--- src/rtl/csa_inc_pkg.sv ---
package csa_inc_pkg;
  localparam int SLICE_W = 4;

  typedef struct packed {
    logic [SLICE_W-1:0] bits;
    logic               carryOut;
  } sliceRes_t;
endpackage

--- src/rtl/csa_row.sv ---
module csa_row #(
  parameter int WIDTH = 8
) (
  input  logic [WIDTH-1:0] inA,
  input  logic [WIDTH-1:0] inB,
  input  logic [WIDTH-1:0] inC,
  output logic [WIDTH-1:0] sumVec,
  output logic [WIDTH-1:0] carryVec
);
  localparam int EXT_W = WIDTH + 2;

  for (genvar i = 0; i < WIDTH; i++) begin : g_fa
    assign sumVec[i]   = inA[i] ^ inB[i] ^ inC[i];
    assign carryVec[i] = (inA[i] & inB[i]) | (inC[i] & (inA[i] ^ inB[i]));
  end

  // The row must keep the weighted value of its three inputs.
  always_comb begin
    a_r1_row_preserves_value: assert (
      EXT_W'(sumVec) + (EXT_W'(carryVec) << 1) ==
      EXT_W'(inA) + EXT_W'(inB) + EXT_W'(inC))
      else $error("carry-save row lost value");
  end
endmodule

--- src/rtl/ripple_slice.sv ---
module ripple_slice
  import csa_inc_pkg::*;
(
  input  logic [SLICE_W-1:0] x,
  input  logic [SLICE_W-1:0] y,
  output sliceRes_t          res
);
  logic [SLICE_W:0] chain;

  assign chain[0] = 1'b0;
  for (genvar i = 0; i < SLICE_W; i++) begin : g_fa
    assign res.bits[i]  = x[i] ^ y[i] ^ chain[i];
    assign chain[i+1]   = (x[i] & y[i]) | (chain[i] & (x[i] ^ y[i]));
  end
  assign res.carryOut = chain[SLICE_W];
endmodule

--- src/rtl/inc_chain.sv ---
module inc_chain
  import csa_inc_pkg::*;
(
  input  sliceRes_t          partial,
  input  logic               carryIn,
  output logic [SLICE_W-1:0] fixedBits,
  output logic               carryOut
);
  logic [SLICE_W:0] hc;

  assign hc[0] = carryIn;
  for (genvar i = 0; i < SLICE_W; i++) begin : g_ha
    assign fixedBits[i] = partial.bits[i] ^ hc[i];
    assign hc[i+1]      = partial.bits[i] & hc[i];
  end
  assign carryOut = partial.carryOut | hc[SLICE_W];

  // a slice cannot overflow on its own and again through its increment.
  always_comb begin
    a_r7_carries_exclusive: assert (!(partial.carryOut && hc[SLICE_W]))
      else $error("slice and increment carries both set");
  end
endmodule

--- src/rtl/inc_stage.sv ---
module inc_stage
  import csa_inc_pkg::*;
#(
  parameter int WIDTH = 8
) (
  input  logic [WIDTH-1:0] addX,
  input  logic [WIDTH-1:0] addY,
  output logic [WIDTH-1:0] result,
  output logic             carryOut
);
  localparam int SLICES = WIDTH / SLICE_W;

  sliceRes_t partial [SLICES];
  logic [SLICES-1:0] sliceCarry;

  for (genvar k = 0; k < SLICES; k++) begin : g_slice
    ripple_slice u_rip (
      .x  (addX[k*SLICE_W +: SLICE_W]),
      .y  (addY[k*SLICE_W +: SLICE_W]),
      .res(partial[k])
    );
    if (k == 0) begin : g_low
      assign result[SLICE_W-1:0] = partial[0].bits;
      assign sliceCarry[0]       = partial[0].carryOut;
    end else begin : g_up
      inc_chain u_inc (
        .partial  (partial[k]),
        .carryIn  (sliceCarry[k-1]),
        .fixedBits(result[k*SLICE_W +: SLICE_W]),
        .carryOut (sliceCarry[k])
      );
    end
  end
  assign carryOut = sliceCarry[SLICES-1];

  // the lowest slice is the uncorrected ripple sum of its inputs.
  always_comb begin
    a_r5_low_slice_direct: assert (
      result[SLICE_W-1:0] == SLICE_W'(addX[SLICE_W-1:0] + addY[SLICE_W-1:0]))
      else $error("low slice was altered");
  end
endmodule

--- src/rtl/csa_inc_adder.sv ---
module csa_inc_adder
  import csa_inc_pkg::*;
#(
  parameter int WIDTH = 8
) (
  input  logic [WIDTH-1:0]   opA,
  input  logic [WIDTH-1:0]   opB,
  input  logic [WIDTH-1:0]   opC,
  output logic [WIDTH+1:0]   total
);
  localparam int OUT_W = WIDTH + 2;

  logic [WIDTH-1:0] sumVec;
  logic [WIDTH-1:0] carryVec;
  logic [WIDTH-1:0] shiftedCarry;
  logic [WIDTH-1:0] lowResult;
  logic             stageCarry;

  csa_row #(.WIDTH(WIDTH)) u_row (
    .inA     (opA),
    .inB     (opB),
    .inC     (opC),
    .sumVec  (sumVec),
    .carryVec(carryVec)
  );

  assign shiftedCarry = {carryVec[WIDTH-2:0], 1'b0};

  inc_stage #(.WIDTH(WIDTH)) u_stage (
    .addX    (sumVec),
    .addY    (shiftedCarry),
    .result  (lowResult),
    .carryOut(stageCarry)
  );

  assign total = {carryVec[WIDTH-1] & stageCarry,
                  carryVec[WIDTH-1] ^ stageCarry,
                  lowResult};

  always_comb begin
    a_r1_exact_total: assert (
      total == OUT_W'(opA) + OUT_W'(opB) + OUT_W'(opC))
      else $error("total differs from three-way sum");
    a_r5_lsb_parity: assert (total[0] == (opA[0] ^ opB[0] ^ opC[0]))
      else $error("bit 0 is not operand parity");
  end

  initial begin
    a_r1_width_multiple: assert (WIDTH % SLICE_W == 0 && WIDTH >= SLICE_W)
      else $error("WIDTH must be a multiple of the slice width");
  end
endmodule

--- config.mk ---
export PLATFORM = sky130hd
export DESIGN_NAME = csa_inc_adder
export DESIGN_NICKNAME = d
export VERILOG_FILES = /design/src/rtl/csa_inc_pkg.sv /design/src/rtl/csa_row.sv /design/src/rtl/ripple_slice.sv /design/src/rtl/inc_chain.sv /design/src/rtl/inc_stage.sv /design/src/rtl/csa_inc_adder.sv
export SDC_FILE = /design/constraint.sdc
export NUM_CORES = 1
export LEC_CHECK = 0
export ABC_AREA = 0
export ABC_CLOCK_PERIOD_IN_PS = 2360
export BUFFER_PORTS_ARGS = -buffer_cell sky130_fd_sc_hd__buf_2
export CAP_MARGIN = 30
export CORE_AREA = 2 2 39 41
export DETAILED_ROUTE_END_ITERATION = 10
export DIE_AREA = 0 0 41 43
export PLACE_DENSITY_LB_ADDON = 0.12
export SLEW_MARGIN = 5
export SYNTH_ARGS = -nofsm -noshare
export SYNTH_HDL_FRONTEND = slang
export SYNTH_HIERARCHICAL = 1
export SYNTH_SLANG_ARGS = --single-unit
--- constraint.sdc ---
create_clock -name vclk -period 2.36
set_input_delay 0 -clock vclk [all_inputs]
set_output_delay 0 -clock vclk [all_outputs]
set_load 0.03 [all_outputs]
* Yosys cells after proc, flatten, opt, wreduce, memory -nomap -nowiden
Cells that the tools add are included.
** Word-level totals
- Input port bits :: 24
- Logic and storage cells :: 80
- Output and inout port bits :: 10
- Register bits :: 0
** Operators by class
- Bitwise logic cells :: 80
** Operator list (count)
- $and 1x1->1 :: 33
- $xor 1x1->1 :: 33
- $or 1x1->1 :: 14

* Longest topological paths before layout
- Word-level depth :: 14
- Gate-level depth with buffers :: 15
- Mapped depth without buffers :: 15

* Cells and area by module
Netlist, hierarchy kept.
** Modules (own cells, without submodules)
- ripple_slice :: area an instance 110.1 um^2, cells an instance 14, times used 2, sequential area each 0.0 um^2
- csa_row :: area an instance 160.2 um^2, cells an instance 8, times used 1, sequential area each 0.0 um^2
- inc_chain :: area an instance 56.3 um^2, cells an instance 5, times used 1, sequential area each 0.0 um^2
- csa_inc_adder :: area an instance 16.3 um^2, cells an instance 2, times used 1, sequential area each 0.0 um^2

* Worst setup path after synthesis
OpenSTA, ideal clock, no wires.
- Kind :: input -> output
- From :: input port opA[1]
- To :: output port total[8]
- Path slack :: -0.309 ns
- Arrival :: 2.669 ns
- Stages :: 14
- Required time :: 2.360 ns
- Path buffers :: 0
- Cells stage by stage :: fa_1 -> inv_1 -> fa_1 -> inv_1 -> fa_1 -> inv_1 -> fa_1 -> inv_1 -> ha_1 -> ha_1 -> ha_1 -> ha_1 -> or2_1 -> ha_1
** RTL lines
- start, declared :: line csa_inc_adder.sv:6 : input logic [WIDTH-1:0] opA,
- end, declared :: line csa_inc_adder.sv:9 : output logic [WIDTH+1:0] total

==> reports/metrics.yaml <==
drt:
  via_count: 383
  wl_um: 788
  drc: 0
  drt_pass1_iterations: 1
  routedWlPerCell_um: 8.47
  drtIter0Drc: 0
  ant_nets: 0
  vias_per_cell: 4.12
critical_path:
  worst_path_largest_cell_delay_ns: 0.53
  worst-setup-path-type: "in -> out"
  crit_top_cell: "inv_2"
  cp-end-kind: "output pin"
  cpMaxStageDelayCell: "fa_1"
  path_delay_family: "adder cells"
  crit_required_ns: 2.36
  critPathLaunchType: "input port"
  path_cells: "buf_6, fa_1, ha_2, inv_2, fa_2, inv_2, fa_2, inv_2, fa_1, inv_2, ha_4, or2_4, ha_4, buf_6"
  crit_arrival_ns: 2.71
  cp_max_fo: 1
  crit_cells: 14
  crit_buf_inv: 6
sta:
  setup_violations: 3
  fin_crit_ns: 2.71
  rsz0062_at_grt: "yes"
  finalHoldViolCount: 0
  setup_ws_ns: -0.347
  fmax_ghz: 0.369
  period_share_pct: 115
  worst_hold_slack_ns: 0.526
  drv_slew: 0
clock_network:
  cts_setup_buffers: 0
layout:
  seq_cells: 0
  drive_gt1_share_pct: 70.1
  ff_latch_area_sq_um: 0
  nets: 124
  layout_commonest_cell: "buf_2"
  most-common-layout-cells: "28 x buf_2, 12 x inv_1, 9 x fa_1"
  area_delta_synth_final_pct: 68.0
  nClkBuffers: 0
  final_cells: 93
  n_antenna_cell: 0
  post-route-cell-area_sq_um: 761
logic_synthesis:
  synth.avg_cell_area_sq_um: 10.5
  yosysWarnings: 6
  yosysSeqAreaShare_pct: 0
  yosys-top-cells-area: "fa_1 62%, ha_1 19%, inv_1 17%, or2_1 1.4%, conb_1 0.83%"
  synth_nets: 88
  yosysUniqueCellTypes: 5
  yosysTopAreaCellShare_pct: 61.9
  netlist_area_sq_um: 453
  syn_inst: 43
  synth.largest_area_cell: "fa_1"
pwr:
  leakage_uw: 0.000397
  peakVddDrop_mv: 0.310
  p_per_area_nw_per_um2: 638
placement:
  dpl_cell_area_sq_um: 713
  post-dp-hpwl_um: 827
  portBuffers: 34
  numPlacedInstances: 93
  place_congestion: 0.541
die:
  core_area_sq_um: 1380
  die_w_um: 41
  die_y_um: 43
  io_pins: 34
  row_count: 14
  design.die.area_sq_um: 1760
  start_util_pct: 32.7
grt:
  grt_max_degree: 2
  grt_pass1_vias: 441
  antenna_found_initial: 0
  grt_pass1_wl_um: 1460
  grtUsageTotal_pct: 11.2
  globalRoute.totalOverflow: 0
worst_hold_path:
  holdPathEnd: "total[8]"
  min-delay-start: "opC[7]"
  holdPathStages: 4
  min_path_type: "in -> out"
run_status:
  violations: "setup timing"
  outcome: "finished with violations"
job:
  drv_cap: 0
## where the power goes
part	total [uW]	switching, uW	internal (uW)	leakage, uW
Sequential	0	0	0	0
Clock	0	0	0	0
Combinational	485	283	202	0.000397
Total	485	283	202	0.000397
## per-layer routing
metal,GRT usage (%),up-vias,part of all wire (%)
met2,23.4,21,58
met4,0,0,0
li1,-,182,-
met5,0,-,0
met3,0,0,11
met1,11.7,180,31
## stage by stage
step                setup slack, ns  utilization (%)  total power, uW  TNS [ns]
finish                       -0.347             55.0              485    -0.627
detailed placement           -0.440             51.5              434    -0.944
floorplan                    -0.148                -              385    -0.176
global route                 -0.441             55.0              543    -0.905
global placement             -0.415             51.5              422    -0.846
CTS                          -0.370             54.5              480    -0.683
## tightest hold or removal path, stage by stage
cell and delay (ns):
buf_2 0.08, fa_1 0.19, ha_4 0.13, buf_6 0.12
## cell families after synthesis
kind of cell | after synthesis | share of synthesized area (%)
and+or+nand+nor | 1 | 1.38
adders and majority gates | 21 | 81.2
other | 1 | 0.828
buffers and inverters | 20 | 16.6
## synth_stat cells
library cell / count
inv_1: 20
fa_1: 14
or2_1: 1
conb_1: 1
ha_1: 7
## worst max-delay path by stage
stage | startpoint | endpoint | slack (ns)
final | opA[4] | total[8] | -0.35
after global routing | opA[4] | total[8] | -0.44
after CTS | opA[4] | total[8] | -0.37
after detailed placement | opA[4] | total[8] | -0.44
after global placement | opA[4] | total[8] | -0.41
after floorplan | opA[4] | total[8] | -0.15
## cell type report
| type | instances | area [sq um] |
|---|---|---|
| Fill cell | 134 | 623 |
| Inverter | 20 | 75.1 |
| Multi-Input combinational cell | 23 | 458 |
| Tap cell | 16 | 20.0 |
| Timing Repair Buffer | 34 | 208 |
## what timing repair did
action / CTS / global route
cloned: 0 / 0
gates resized for setup: 11 / 3
setup endpoints to repair: 4 / 4
hold buffers: 0 / 0
pin swaps: 6 / 0
Power figures use the tool's default switching activity.
